===== src/rtl/rng_csr_pkg.sv =====
package rng_csr_pkg;

   // Control word bit positions
   localparam int unsigned CTL_EN_BIT  = 2;
   localparam int unsigned CTL_IE_BIT  = 3;

   // Status word bit positions
   localparam int unsigned ST_RDY_BIT   = 0;
   localparam int unsigned ST_CERR_BIT  = 1;
   localparam int unsigned ST_SERR_BIT  = 2;
   localparam int unsigned ST_CFLAG_BIT = 5;
   localparam int unsigned ST_SFLAG_BIT = 6;

   // Sticky flag indexes
   localparam int unsigned FLAG_CLK  = 0;
   localparam int unsigned FLAG_SEED = 1;
   localparam int unsigned NUM_FLAGS = 2;

   typedef enum logic [1:0] {
      SEL_NONE = 2'd0,
      SEL_CTRL = 2'd1,
      SEL_STAT = 2'd2
   } csr_sel_e;

   function automatic int unsigned flag_bit(input int unsigned idx);
      return (idx == FLAG_SEED) ? ST_SFLAG_BIT : ST_CFLAG_BIT;
   endfunction

endpackage


===== src/rtl/rng_csr_ctrl.sv =====
module rng_csr_ctrl (
   input  logic clk,
   input  logic rst_n,
   input  logic wr_en,
   input  logic wr_ie,
   input  logic wr_en_bit,
   output logic irq_en,
   output logic gen_en
);

   logic ie_q;
   logic en_q;

   always_ff @(posedge clk or negedge rst_n) begin
      if (!rst_n) begin
         ie_q <= 1'b0;
         en_q <= 1'b0;
      end else if (wr_en) begin
         ie_q <= wr_ie;
         en_q <= wr_en_bit;
      end
   end

   assign irq_en = ie_q;
   assign gen_en = en_q;

   AST_CTRL_HOLD: assert property (@(posedge clk) disable iff (!rst_n)
      !wr_en |=> ($stable(ie_q) && $stable(en_q)));

   AST_CTRL_LOAD: assert property (@(posedge clk) disable iff (!rst_n)
      wr_en |=> (gen_en == $past(wr_en_bit)));

endmodule


===== src/rtl/rng_csr_flag.sv =====
module rng_csr_flag (
   input  logic clk,
   input  logic rst_n,
   input  logic set_i,
   input  logic clr_i,
   output logic flag_o
);

   logic flag_q;

   // A hardware set takes priority over a software clear
   always_ff @(posedge clk or negedge rst_n) begin
      if (!rst_n)
         flag_q <= 1'b0;
      else if (set_i)
         flag_q <= 1'b1;
      else if (clr_i)
         flag_q <= 1'b0;
   end

   assign flag_o = flag_q;

   AST_FLAG_SET: assert property (@(posedge clk) disable iff (!rst_n)
      set_i |=> flag_o);

   AST_FLAG_STICKY: assert property (@(posedge clk) disable iff (!rst_n)
      (flag_o && !clr_i) |=> flag_o);

   AST_FLAG_CLEAR: assert property (@(posedge clk) disable iff (!rst_n)
      (clr_i && !set_i) |=> !flag_o);

   AST_SET_WINS: assert property (@(posedge clk) disable iff (!rst_n)
      (clr_i && set_i) |=> flag_o);

endmodule


===== src/rtl/rng_csr_irq.sv =====
module rng_csr_irq #(
   parameter int unsigned NSRC = 3
) (
   input  logic            clk,
   input  logic            rst_n,
   input  logic            irq_en,
   input  logic [NSRC-1:0] src,
   output logic            irq
);

   if (NSRC < 1) begin : g_bad_nsrc
      $error("rng_csr_irq: NSRC must be at least 1");
   end

   assign irq = irq_en & (|src);

   AST_IRQ_GATED: assert property (@(posedge clk) disable iff (!rst_n)
      !irq_en |-> !irq);

   AST_IRQ_QUIET: assert property (@(posedge clk) disable iff (!rst_n)
      (src == '0) |-> !irq);

endmodule


===== src/rtl/rng_csr.sv =====
module rng_csr
   import rng_csr_pkg::*;
#(
   parameter int unsigned ADDR_W    = 4,
   parameter int unsigned DATA_W    = 32,
   parameter int unsigned CTRL_OFS  = 0,
   parameter int unsigned STAT_OFS  = 4,
   parameter bit          REG_RDATA = 1'b0
) (
   input  logic              clk,
   input  logic              rst_n,
   input  logic [ADDR_W-1:0] bus_addr,
   input  logic              bus_wr,
   input  logic [DATA_W-1:0] bus_wdata,
   output logic [DATA_W-1:0] bus_rdata,
   input  logic              ev_ready,
   input  logic              ev_seed_err,
   input  logic              ev_clk_err,
   output logic              gen_en,
   output logic              irq
);

   localparam int unsigned      MIN_DATA_W = ST_SFLAG_BIT + 1;
   localparam logic [ADDR_W-1:0] CTRL_A    = ADDR_W'(CTRL_OFS);
   localparam logic [ADDR_W-1:0] STAT_A    = ADDR_W'(STAT_OFS);

   // Elaboration-time configuration checks
   if (DATA_W < MIN_DATA_W) begin : g_bad_data_w
      $error("rng_csr: DATA_W too narrow for the status word");
   end
   if (CTRL_OFS == STAT_OFS) begin : g_bad_ofs
      $error("rng_csr: control and status offsets collide");
   end
   if ((CTRL_OFS >> ADDR_W) != 0 || (STAT_OFS >> ADDR_W) != 0) begin : g_bad_addr_w
      $error("rng_csr: offsets do not fit in ADDR_W");
   end

   // Address decode
   csr_sel_e sel;
   always_comb begin
      if (bus_addr == CTRL_A)
         sel = SEL_CTRL;
      else if (bus_addr == STAT_A)
         sel = SEL_STAT;
      else
         sel = SEL_NONE;
   end

   logic ctrl_wr;
   logic stat_wr;
   assign ctrl_wr = bus_wr && (sel == SEL_CTRL);
   assign stat_wr = bus_wr && (sel == SEL_STAT);

   // Control word
   logic irq_en;
   rng_csr_ctrl u_ctrl (
      .clk       (clk),
      .rst_n     (rst_n),
      .wr_en     (ctrl_wr),
      .wr_ie     (bus_wdata[CTL_IE_BIT]),
      .wr_en_bit (bus_wdata[CTL_EN_BIT]),
      .irq_en    (irq_en),
      .gen_en    (gen_en)
   );

   // Sticky fault flags
   logic [NUM_FLAGS-1:0] flag_set;
   logic [NUM_FLAGS-1:0] flag_q;
   assign flag_set[FLAG_CLK]  = ev_clk_err;
   assign flag_set[FLAG_SEED] = ev_seed_err;

   for (genvar gi = 0; gi < NUM_FLAGS; gi++) begin : g_flag
      localparam int unsigned BITPOS = flag_bit(gi);
      logic clr_zero;
      assign clr_zero = stat_wr && !bus_wdata[BITPOS];
      rng_csr_flag u_flag (
         .clk    (clk),
         .rst_n  (rst_n),
         .set_i  (flag_set[gi]),
         .clr_i  (clr_zero),
         .flag_o (flag_q[gi])
      );
   end

   // Interrupt combine
   rng_csr_irq #(.NSRC(3)) u_irq (
      .clk    (clk),
      .rst_n  (rst_n),
      .irq_en (irq_en),
      .src    ({flag_q[FLAG_SEED], flag_q[FLAG_CLK], ev_ready}),
      .irq    (irq)
   );

   // Read-back words
   logic [DATA_W-1:0] ctrl_word;
   logic [DATA_W-1:0] stat_word;
   logic [DATA_W-1:0] rd_mux;

   always_comb begin
      ctrl_word               = '0;
      ctrl_word[CTL_IE_BIT]   = irq_en;
      ctrl_word[CTL_EN_BIT]   = gen_en;
      stat_word               = '0;
      stat_word[ST_RDY_BIT]   = ev_ready;
      stat_word[ST_CERR_BIT]  = ev_clk_err;
      stat_word[ST_SERR_BIT]  = ev_seed_err;
      stat_word[ST_CFLAG_BIT] = flag_q[FLAG_CLK];
      stat_word[ST_SFLAG_BIT] = flag_q[FLAG_SEED];
      unique case (sel)
         SEL_CTRL: rd_mux = ctrl_word;
         SEL_STAT: rd_mux = stat_word;
         default:  rd_mux = '0;
      endcase
   end

   if (REG_RDATA) begin : g_rd_reg
      logic [DATA_W-1:0] rdata_q;
      always_ff @(posedge clk or negedge rst_n) begin
         if (!rst_n)
            rdata_q <= '0;
         else
            rdata_q <= rd_mux;
      end
      assign bus_rdata = rdata_q;
   end else begin : g_rd_comb
      assign bus_rdata = rd_mux;
   end

   // Write-data bits without a register behind them
   logic unused_wdata;
   assign unused_wdata = ^bus_wdata;

   AST_IRQ_READY: assert property (@(posedge clk) disable iff (!rst_n)
      (irq_en && ev_ready) |-> irq);

   AST_UNMAPPED_NO_CTRL: assert property (@(posedge clk) disable iff (!rst_n)
      (bus_wr && sel == SEL_NONE) |=> $stable(gen_en));

   AST_STAT_WR_NO_CTRL: assert property (@(posedge clk) disable iff (!rst_n)
      stat_wr |=> $stable(gen_en));

endmodule


===== config.mk =====
export PLATFORM = sky130hd
export DESIGN_NAME = rng_csr
export DESIGN_NICKNAME = d
export VERILOG_FILES = /design/src/rtl/rng_csr_pkg.sv /design/src/rtl/rng_csr_ctrl.sv /design/src/rtl/rng_csr_flag.sv /design/src/rtl/rng_csr_irq.sv /design/src/rtl/rng_csr.sv
export SDC_FILE = /design/constraint.sdc
export NUM_CORES = 1
export LEC_CHECK = 0
export ABC_AREA = 1
export BUFFER_PORTS_ARGS = -buffer_cell sky130_fd_sc_hd__clkbuf_2
export CORE_MARGIN = 2
export CORE_UTILIZATION = 29
export DETAILED_ROUTE_END_ITERATION = 10
export PLACE_DENSITY = 0.83
export RECOVER_POWER = 50
export SETUP_SLACK_MARGIN = 0.02
export SLEW_MARGIN = 40
export SYNTH_ARGS = -nofsm -noshare
export SYNTH_HDL_FRONTEND = slang
export SYNTH_SLANG_ARGS = --single-unit

===== constraint.sdc =====
create_clock -name clk -period 1.5 [get_ports clk]
set_input_delay 0.3 -clock clk [delete_from_list [all_inputs] [get_ports clk]]
set_output_delay 0.3 -clock clk [all_outputs]
set_load 0.01 [all_outputs]

# Word-level counts from Yosys, hierarchy flattened
# Index checks and enable logic that the tools add are counted.
[word_totals] reg_bits=4 output_inout_bits=34 elab_cells=25
[classes] eq_ne=3 muxes=7 n_bitwise=1 reduce_logical=10
[op_table] cell="one-hot mux 7 bit (2 select lines)" count=1
[op_table] cell="== test 4 x 3 -> 1 bit (second input constant)" count=1
[op_table] cell="logical AND 1 bit" count=4
[op_table] cell="zero test 4 bit" count=1
[op_table] cell="two-way mux 1 bit" count=4
[op_table] cell="two-way mux 2 bit" count=2
[op_table] cell="nonzero test 2 bit" count=2
[op_table] cell="OR reduction 3 bit" count=1
[op_table] cell="== test 2 x 1 -> 1 bit (second input constant)" count=1
[op_table] cell="== test 2 bit (second input constant)" count=1
[op_table] cell="zero test 1 bit" count=2
[op_table] cell="AND 1 bit" count=1

# Depth between registers and ports, before layout
# Gate-level depths: netlist of the first run.
[depth] word_depth=8 mapped_depth=5

# Modules after synthesis
# Synthesis of the first run repeated with hierarchy kept, for this count alone.
[hier_totals] hier_cells=74 hier_area_um2=478.0
[modules_own_cells] module="rng_csr" instances=1 cells_per_inst=51 area_per_inst_um2=305.3 seq_area_each_um2=0.0
[modules_own_cells] module="rng_csr_flag" instances=2 cells_per_inst=5 area_per_inst_um2=40.0 seq_area_each_um2=25.0
[modules_own_cells] module="rng_csr_ctrl" instances=1 cells_per_inst=9 area_per_inst_um2=76.3 seq_area_each_um2=50.0
[modules_own_cells] module="rng_csr_irq" instances=1 cells_per_inst=4 area_per_inst_um2=16.3 seq_area_each_um2=0.0

# Least setup slack after synthesis of the first run
# No wires, ideal clock.
[synth_path] kind="input port to output port" start="in bus_addr[1]" end="out bus_rdata[0]" arrival_ps=717 path_slack_ps=483 stages=3 cell_sequence="nor2_4 > nand2_2 > nor2_1"
[synth_via] elab_chain_len=5 word_cells_on_any_way=7 cone_classes="eq/ne (3); mux (3); reduce/logical (1)"
[synth_lines] item="start: declaration" line_no="rng_csr.sv:12" text="input logic [ADDR_W-1:0] bus_addr,"
[synth_lines] item="== test 4 x 3 -> 1 bit" line_no="rng_csr.sv:43" text="else if (bus_addr == STAT_A)"
[synth_lines] item="two-way mux 2 bit" line_no="rng_csr.sv:43"
[synth_lines] item="two-way mux 2 bit *" line_no="rng_csr.sv:41" text="if (bus_addr == CTRL_A)"
[synth_lines] item="== test 2 bit / == test 2 x 1 -> 1 bit (equally long branches)" line_no="rng_csr.sv:109" text="unique case (sel)"
[synth_lines] item="one-hot mux 7 bit (2 select lines) *" line_no="rng_csr.sv:109"
[synth_lines] item="end: declaration" line_no="rng_csr.sv:15" text="output logic [DATA_W-1:0] bus_rdata,"
# Mark *: on every way between the ends. The rest lies on a longest branch, timed or not.

# Worst setup path in the final report of the first run
[layout_path] start="reg g_flag[0].u_flag.flag_q" end="out irq"
[layout_via] elab_chain_len=2
[layout_lines] item="start: declaration" line_no="rng_csr_flag.sv:9" text="logic flag_q;"
[layout_lines] item="start signal: assignment" line_no="rng_csr_flag.sv:14" text="flag_q <= 1'b0;"
[layout_lines] item="start signal: assignment" line_no="rng_csr_flag.sv:16" text="flag_q <= 1'b1;"
[layout_lines] item="start signal: assignment" line_no="rng_csr_flag.sv:18" text="flag_q <= 1'b0;"
[layout_lines] item="OR reduction 3 bit" line_no="rng_csr_irq.sv:15" text="assign irq = irq_en & (|src);"
[layout_lines] item="AND 1 bit" line_no="rng_csr_irq.sv:15"
[layout_lines] item="end: declaration" line_no="rng_csr.sv:20" text="output logic irq"
# Every way passes these cells.

==> impl_metrics.toml, run 1 <==
[outcome]
outcome = "finished, final reports clean"

[timing]
setup_ws_ps = 260
tns_ps = 0
setup_viol = 0
fmax_ghz = 0.807
slew_viol_final = 0
finalHoldViolations = 0
skew_ps = 0
rsz0062_at_grt = "false"
post-route-min-period_ps = 1240
hold_slack_ps = 273
fin_crit_sh_pct = 82.6

[global_routing]
track_usage_pct = 8.86
grt_first_pass_wirelength_mm = 1.19
antenna_found_initial = 0
grt_max_degree = 7
grt_pass1_vias = 331
grt_overflow = 0

[synth]
synthCells = 66
yosys_warnings = 0
postSynthAreaPerCell_um2 = 7.09
ys_ff_latch = 4
syn-cell-area_um2 = 468
ys_types = 15
ys_seq_area_share_pct = 21.4

[layout]
instances_no_fill = 106
fin_util_pct = 34.2
fillers = 163
layout_common_cells = "conb_1 (26), clkbuf_2 (20), inv_1 (11), nand2_1 (7), nor2_1 (6)"
layout.nets = 134
area_growth_pct = 10.2
antenna_cells = 0
multiInputGateArea_um2 = 218
drive_gt1_share_pct = 30.0
final_common_cell = "conb_1"
design_area_um2 = 515
regArea_um2 = 100

[flow_run]
cap_viol_max_count = 0

[clock_tree]
cts_setup_buffers = 0
ctsResizeCount = 0
path_clk_slew_ps = 40
numCtsBuffers = 3
clock_sinks = 4
clock_latency_ps = 230
htree_levels = 1
cts_buffer_depth = 2
cts_tree = "done"
cts_root_buf = "clkbuf_4"

[route]
drt_iter0_markers = 12
dr.pass1.iters = 4
via_per_inst = 3.71
drc = 0
wire_per_inst_um = 7.42
wirelength_um = 786
ant_nets = 0
vias = 393

[min_path]
hold_depth = 3
hp-class = "input port to register"

[worst_setup_path]
criticalPathCategory = "register to primary output"
cp-end-kind = "primary output"
critPathMaxFanout = 2
crit_required_ps = 1200
critPathArrivalTime_ps = 940
setup.worst_path.start_class = "register"
r2r_cells = 2

[place]
dp_slack_ps = 251
io_buffers = 21
gp_congestion = 0.744
placed_cells = 102
hpwl_um = 716
dpl_cell_area_um2 = 492

[floorplan]
io-pin-count = 76
die_w_um = 44.2
row_count = 14
fp.dieArea_um2 = 1950
core_area_um2 = 1510
die_h_um = 44.2
start_util_pct = 31.1

[power]
p_per_area_nw_per_um2 = 719
p_leak_nw = 0.352
ir_worst_vdd_mv = 0.252
finalPower_uw = 371
## cells in the mapped netlist
cell type	n	area (um2)
nand3_1	1	5.00
dfrtp_1	4	100
nand2_1	7	26.3
nor2_4	1	11.3
conb_1	1	3.75
nor2_2	2	12.5
nand3_2	1	10.0
nor2_1	5	18.8
a31oi_1	1	6.26
o21ai_2	1	8.76
buf_4	26	195
inv_1	11	41.3
o21ai_1	2	10.0
nand4_1	2	12.5
nand2_2	1	6.26
## flip-flops by register name, indices dropped and copies added, names as in the netlist
name,cells
u_ctrl.irq_en,1
u_ctrl.gen_en,1
g_flag.u_flag.flag_o,2
## cell families after synthesis
| group | after synthesis | synth area share [%] |
|---|---|---|
| AND/OR/NAND/NOR | 20 | 21.9 |
| flip-flops | 4 | 21.4 |
| AO/OA/AOI/OAI | 4 | 5.35 |
| other | 1 | 0.801 |
| buffers and inverters | 37 | 50.5 |
## cell type report
type | count | share of cell area [%]
Inverter | 11 | 8.01
Tap cell | 16 | 3.88
Clock buffer | 3 | 4.37
Multi-Input combinational cell | 50 | 42.2
Timing Repair Buffer | 22 | 22.1
Sequential cell | 4 | 19.4
## worst paths after layout
path	start	to	slack (ps)
setup / recovery	g_flag[0].u_flag.flag_o$_DFFE_PN0P_	irq	260
hold / removal	ev_clk_err	g_flag[0].u_flag.flag_o$_DFFE_PN0P_	270
setup reg to reg	u_ctrl.gen_en$_DFFE_PN0P_	u_ctrl.gen_en$_DFFE_PN0P_	870
hold reg to reg	g_flag[0].u_flag.flag_o$_DFFE_PN0P_	g_flag[0].u_flag.flag_o$_DFFE_PN0P_	470
max in group asynchronous	rst_n	g_flag[0].u_flag.flag_o$_DFFE_PN0P_	900
min in group asynchronous	rst_n	u_ctrl.irq_en$_DFFE_PN0P_	420
## worst max-delay path, stage by stage (launching register included)
cell and delay [ps]:
dfrtp_1 330, inv_1 50, a31oi_1 170, clkbuf_2 160
## timing repair
| item | CTS | global route |
|---|---|---|
| hold buffers | 1 | 0 |
| endpoints found under the hold margin | 4 | 0 |
| endpoints found under the setup margin | 0 | 0 |
## layer usage
| layer | vias up | share of wire (%) | GRT usage [%] |
|---|---|---|---|
| met5 | - | 0 | 0 |
| met4 | 0 | 3.1 | 9.09 |
| met3 | 3 | 15 | 3.67 |
| met2 | 30 | 50 | 15.0 |
| met1 | 167 | 31 | 7.50 |
| li1 | 193 | - | - |
## power by group
part | internal (mW) | total [mW] | leakage [nW] | switching, mW
logic | 0.0364 | 0.110 | 0.295 | 0.0734
clock network | 0.0895 | 0.134 | 0.0138 | 0.0441
registers | 0.120 | 0.127 | 0.0431 | 0.00697
total | 0.246 | 0.371 | 0.352 | 0.124
Power figures use the tool's default switching activity.
==> inputs of run 2 (changes only) <==
--- a/config.mk
+++ b/config.mk
@@ -7,10 +7,11 @@
 export LEC_CHECK = 0
 export ABC_AREA = 1
 export BUFFER_PORTS_ARGS = -buffer_cell sky130_fd_sc_hd__clkbuf_2
+export CORE_ASPECT_RATIO = 0.75
 export CORE_MARGIN = 2
-export CORE_UTILIZATION = 29
+export CORE_UTILIZATION = 27
 export DETAILED_ROUTE_END_ITERATION = 10
-export PLACE_DENSITY = 0.83
+export PLACE_DENSITY = 0.78
 export RECOVER_POWER = 50
 export SETUP_SLACK_MARGIN = 0.02
 export SLEW_MARGIN = 40
==> constraint.sdc (replaced) <==
create_clock -name clk -period 1.2 [get_ports clk]
set_input_delay 0.24 -clock clk [delete_from_list [all_inputs] [get_ports clk]]
set_output_delay 0.24 -clock clk [all_outputs]
set_load 0.01 [all_outputs]
==> impl_metrics.toml, run 2 (synthesis gave the netlist of run 1 again) <==
[worst_setup_path]
crit_required_ps = 960
critPathArrivalTime_ps = 920
cp-end-kind = "primary output"
critPathMaxFanout = 2
setup.worst_path.start_class = "register"
criticalPathCategory = "register to primary output"

[timing]
fin_crit_sh_pct = 96.5
slew_viol_final = 0
setup_ws_ps = 42.1
rsz0062_at_grt = "true"
fmax_ghz = 0.864
skew_ps = 0
setup_viol = 0
post-route-min-period_ps = 1160
finalHoldViolations = 0

[route]
drt_iter0_markers = 1
via_per_inst = 3.58
wire_per_inst_um = 7.76
drc = 0
wirelength_um = 877
dr.pass1.iters = 4
vias = 404
ant_nets = 0

[clock_tree]
path_clk_slew_ps = 40
clock_sinks = 4
cts_buffer_depth = 2
numCtsBuffers = 3
cts_root_buf = "clkbuf_4"
htree_levels = 1
clock_latency_ps = 230
cts_tree = "done"

[layout]
final_common_cell = "conb_1"
instances_no_fill = 113
fin_util_pct = 35.1
largest_reg_flops = 2
area_growth_pct = 16.0
drive_gt1_share_pct = 34.8
layout.nets = 136
layout_common_cells = "conb_1 (26), clkbuf_2 (18), inv_1 (9), nand2_1 (7), nor2_1 (5)"
fillers = 162
antenna_cells = 0

[power]
p_leak_nw = 0.356
p_int_uw = 318
switching_share_pct = 32.8
power_frac_comb_pct = 32.6
power.switching_uw = 155
pwr-share-clk_pct = 33.6
ir_worst_vdd_mv = 0.352
p_seq_share_pct = 33.7
p_per_area_nw_per_um2 = 871

[global_routing]
gr-usage-met3_pct = 3.36
grt_busiest_layer = "met2"
grt_overflow = 0
antenna_found_initial = 0
track_usage_pct = 8.24
grt_first_pass_wirelength_mm = 1.16
gr-usage-met2_pct = 17.1
use_met1_pct = 5.95
grt_pass1_vias = 352
grt_max_degree = 7

[outcome]
outcome = "finished, final reports clean"

[floorplan]
core_area_um2 = 1550
start_util_pct = 30.3
die_w_um = 52.1
row_count = 12
die_h_um = 40.1
fp.dieArea_um2 = 2090
io-pin-count = 76

[flow_run]
cap_viol_max_count = 0

[min_path]
hp-class = "input port to register"

[place]
hpwl_um = 765
gp_congestion = 0.837
io_buffers = 21
placed_cells = 107
dp_slack_ps = 67.2
-- run 2: timing repair --
item | 4_1_cts | 5_1_grt
endpoints found under the hold margin | 4 | 0
pin swaps | 1 | 1
hold buffers | 1 | 0
endpoints found under the setup margin | 1 | 2
gates resized for setup | 0 | 3
buffers inserted | 0 | 2
-- run 2: routing by layer --
layer | share of wire, % | routed length, um | up-vias
li1 | - | - | 201
met1 | 29 | 254 | 179
met2 | 60 | 530 | 22
met3 | 8.6 | 75 | 2
met4 | 1.9 | 17 | 0
met5 | 0 | 0 | -
-- run 2: final timing paths --
kind                            cells after the start                           startpoint                             endpoint  slack [ps]
worst max-delay path                                3  g_flag[1].u_flag.flag_o$_DFFE_PN0P_                                  irq          40
worst min-delay path                                3                           ev_clk_err  g_flag[0].u_flag.flag_o$_DFFE_PN0P_         210
worst max register to register                      3            u_ctrl.gen_en$_DFFE_PN0P_            u_ctrl.gen_en$_DFFE_PN0P_         470
max in group asynchronous                           2                                rst_n            u_ctrl.gen_en$_DFFE_PN0P_         650
worst min register to register                      2  g_flag[0].u_flag.flag_o$_DFFE_PN0P_  g_flag[0].u_flag.flag_o$_DFFE_PN0P_         490
min in group asynchronous                           2                                rst_n  g_flag[1].u_flag.flag_o$_DFFE_PN0P_         370
-- run 2: power by group through the flow --
stage / Sequential [mW] / Combinational, mW / Clock, mW
after floorplan: 0.163 / 0.145 / 0
after global placement: 0.161 / 0.134 / 0
after detailed placement: 0.162 / 0.138 / 0
after CTS: 0.160 / 0.140 / 0.168
after global routing: 0.161 / 0.177 / 0.183
final: 0.160 / 0.154 / 0.159
-- run 2: cell type report --
cell class              count  area, um2  area share [%]
multi-input cells          50        225            41.5
repair buffers             24        128            23.5
flip-flops and latches      4        100            18.4
inverters                  11       41.3            7.60
well taps                  21       26.3            4.84
clock buffers               3       22.5            4.15
-- run 2: critical path: stages (launching register included) --
cell	delay, ps
dfrtp_1	340
inv_2	40
a31oi_1	150
buf_2	150
-- run 2: stage by stage --
stage	hold slack, ps	TNS, ps	total power, mW	instance area, um2
after global routing	239	-35.2	0.521	543
final	214	0	0.473	543
after global placement	47.6	0	0.296	498
after floorplan	-55.6	0	0.308	562
after CTS	210	-0.673	0.468	531
after detailed placement	48.2	0	0.299	498
==> inputs of run 3 (changes only) <==
--- a/config.mk
+++ b/config.mk
@@ -5,11 +5,9 @@
 export SDC_FILE = /design/constraint.sdc
 export NUM_CORES = 1
 export LEC_CHECK = 0
-export ABC_AREA = 1
 export BUFFER_PORTS_ARGS = -buffer_cell sky130_fd_sc_hd__clkbuf_2
-export CORE_ASPECT_RATIO = 0.75
 export CORE_MARGIN = 2
-export CORE_UTILIZATION = 27
+export CORE_UTILIZATION = 26
 export DETAILED_ROUTE_END_ITERATION = 10
 export PLACE_DENSITY = 0.78
 export RECOVER_POWER = 50
==> impl_metrics.toml, run 3 <==
[timing]
fmax_ghz = 0.778
setup_ws_ps = -84.6
finalHoldViolations = 0
post-route-min-period_ps = 1280
fin_crit_sh_pct = 107
rsz0062_at_grt = "true"
tns_ps = -445
slew_viol_final = 0
skew_ps = 0
setup_viol = 7

[route]
wl_met3_um = 129
drc = 0
wl_met1_um = 279
ant_nets = 0
drt_iter0_markers = 4
wire_per_inst_um = 8.60
via_per_inst = 3.66
routed.top_layer = "met3"
dr.pass1.iters = 4
routed-wl-met2_um = 356
vias = 326
wirelength_um = 765

[place]
gp_congestion = 0.764
hpwl_um = 684
io_buffers = 21

[clock_tree]
path_clk_slew_ps = 40
clock_latency_ps = 230
cts_root_buf = "clkbuf_4"
htree_levels = 1
numCtsBuffers = 3
cts_buffer_depth = 2
cts_tree = "done"
clock_sinks = 4

[synth]
synth_compound_area_share_pct = 7.39
syn-cell-area_um2 = 440
postSynthAreaPerCell_um2 = 9.37
synthSimpleGateAreaFrac_pct = 19.6
synth_edf_count = 0
async_flop_share_pct = 100
synth-xor-area-share_pct = 0
ys_types = 12
synth_mux_area_share_pct = 5.11
yosys-top-cells-count = "buf_4 (26), and2_1 (5), dfrtp_1 (4)"
ys_ff_latch = 4
synthCells = 47
synth_fa_ha_area_share_pct = 0
yosysTopAreaCell = "buf_4"
synth.most_common_cell = "buf_4"
yosys_warnings = 0
netlist.area_leader.share_pct = 44.3
synth_top_family_by_area = "buffers and inverters"
yosys-top-cells-area = "buf_4 (44%), dfrtp_1 (23%), and2_1 (7.1%), nor4b_4 (5.4%), mux2_1 (5.1%)"
ys_seq_area_share_pct = 22.7
synthFlopType = "dfrtp_1"

[worst_setup_path]
reg2reg_slack_ps = 380
r2r_cells = 1
crit_required_ps = 960
critPathArrivalTime_ps = 1040
r2r-start = "u_ctrl.gen_en$_DFFE_PN0P_"
setup.worst_path.start_class = "input port"
criticalPathCategory = "input port to primary output"
cp-end-kind = "primary output"
r2r_end = "u_ctrl.gen_en$_DFFE_PN0P_"
critPathMaxFanout = 7

[layout]
fin_util_pct = 34.5
layout.nets = 117
drive_gt1_share_pct = 37.0
area_growth_pct = 20.7
antenna_cells = 0
layout_common_cells = "conb_1 (26), clkbuf_2 (12), and2_1 (5), buf_2 (5), dfrtp_1 (4)"
fillers = 165
largest_reg_flops = 2
multiInputGateArea_um2 = 239
final_common_cell = "conb_1"
regArea_um2 = 100

[global_routing]
grt_overflow = 0
grt_first_pass_wirelength_um = 972
grt_max_degree = 8
grt_pass1_vias = 244
track_usage_pct = 7.07
antenna_found_initial = 0

[floorplan]
row_count = 14
fp.dieArea_um2 = 2040
die_w_um = 45.2
core_area_um2 = 1540
start_util_pct = 28.6
io-pin-count = 76
die_h_um = 45.2

[min_path]
hold_end = "g_flag[0].u_flag.flag_o$_DFFE_PN0P_"
hp-start = "ev_clk_err"
hold_depth = 2
hp-class = "input port to register"

[power]
ir_worst_vdd_mv = 0.340
p_leak_nw = 0.297
p_per_area_nw_per_um2 = 881

[outcome]
violations = "setup timing"
outcome = "complete, but fails checks"

[flow_run]
cap_viol_max_count = 0
## run 3: changes by cell type after synthesis, moves of 5 or more
cell	change
nand2_1	-6
and2_1	+5
inv_1	-11
nor2_1	-5
## run 3: worst max path at each step
stage / to / from / slack [ps]
finish: bus_rdata[2] / bus_addr[3] / -80
global route: bus_rdata[2] / bus_addr[3] / -150
CTS: bus_rdata[2] / bus_addr[1] / -110
detailed placement: u_ctrl.gen_en$_DFFE_PN0P_ / bus_addr[1] / -120
global placement: bus_rdata[2] / bus_addr[1] / -110
floorplan: u_ctrl.gen_en$_DFFE_PN0P_ / bus_addr[1] / 110
## run 3: routing by layer
metal  global-route usage (%)  vias to the layer above
li1                         -                      155
met1                     7.30                      141
met2                     11.1                       30
met3                     4.40                        0
met4                     3.53                        0
met5                        0                        -
## run 3: repair_timing
item                                    CTS  global route
endpoints found under the hold margin     4             0
endpoints found under the setup margin    7             7
cloned                                    0             0
buffers inserted                          1             1
hold buffers                              1             0
pin swaps                                 2             5
resized for setup                         1            11
## run 3: kinds of logic (layout without fill, tap and decap cells)
kind of cell / Yosys count / count (layout)
flip-flops: 4 / 4
multiplexers: 2 / 2
AO/OA/AOI/OAI: 4 / 4
other: 1 / 26
AND/OR/NAND/NOR: 10 / 10
buffers and inverters: 26 / 27
## run 3: metrics by stage
stage               setup slack [ps]  instance area, um2  power (mW)  hold WS [ps]  cells
finish                         -84.6                 532       0.468           209     89
global route                    -150                 532       0.504           213     89
CTS                             -111                 513       0.477           201     88
detailed placement              -119                 464       0.299          55.2     83
global placement                -107                 464       0.295          46.8     83
floorplan                        110                 534       0.302         -55.6     72
## run 3: critical path, stage by stage
cell     delay, ps
buf_6          100
nor4b_4        390
a22o_1         200
buf_2          120
## run 3: layout make-up
class	count	area share, %
tap	16	3.76
clock buffer	3	4.24
sequential	4	18.8
multi-input combinational	42	44.9
timing repair buffer	24	28.2
## run 3: report_power, final
| part | leakage [nW] | switching [mW] | internal [mW] |
|---|---|---|---|
| Clock | 0.0138 | 0.0509 | 0.112 |
| Combinational | 0.241 | 0.0805 | 0.0594 |
| Sequential | 0.0422 | 0.0135 | 0.152 |
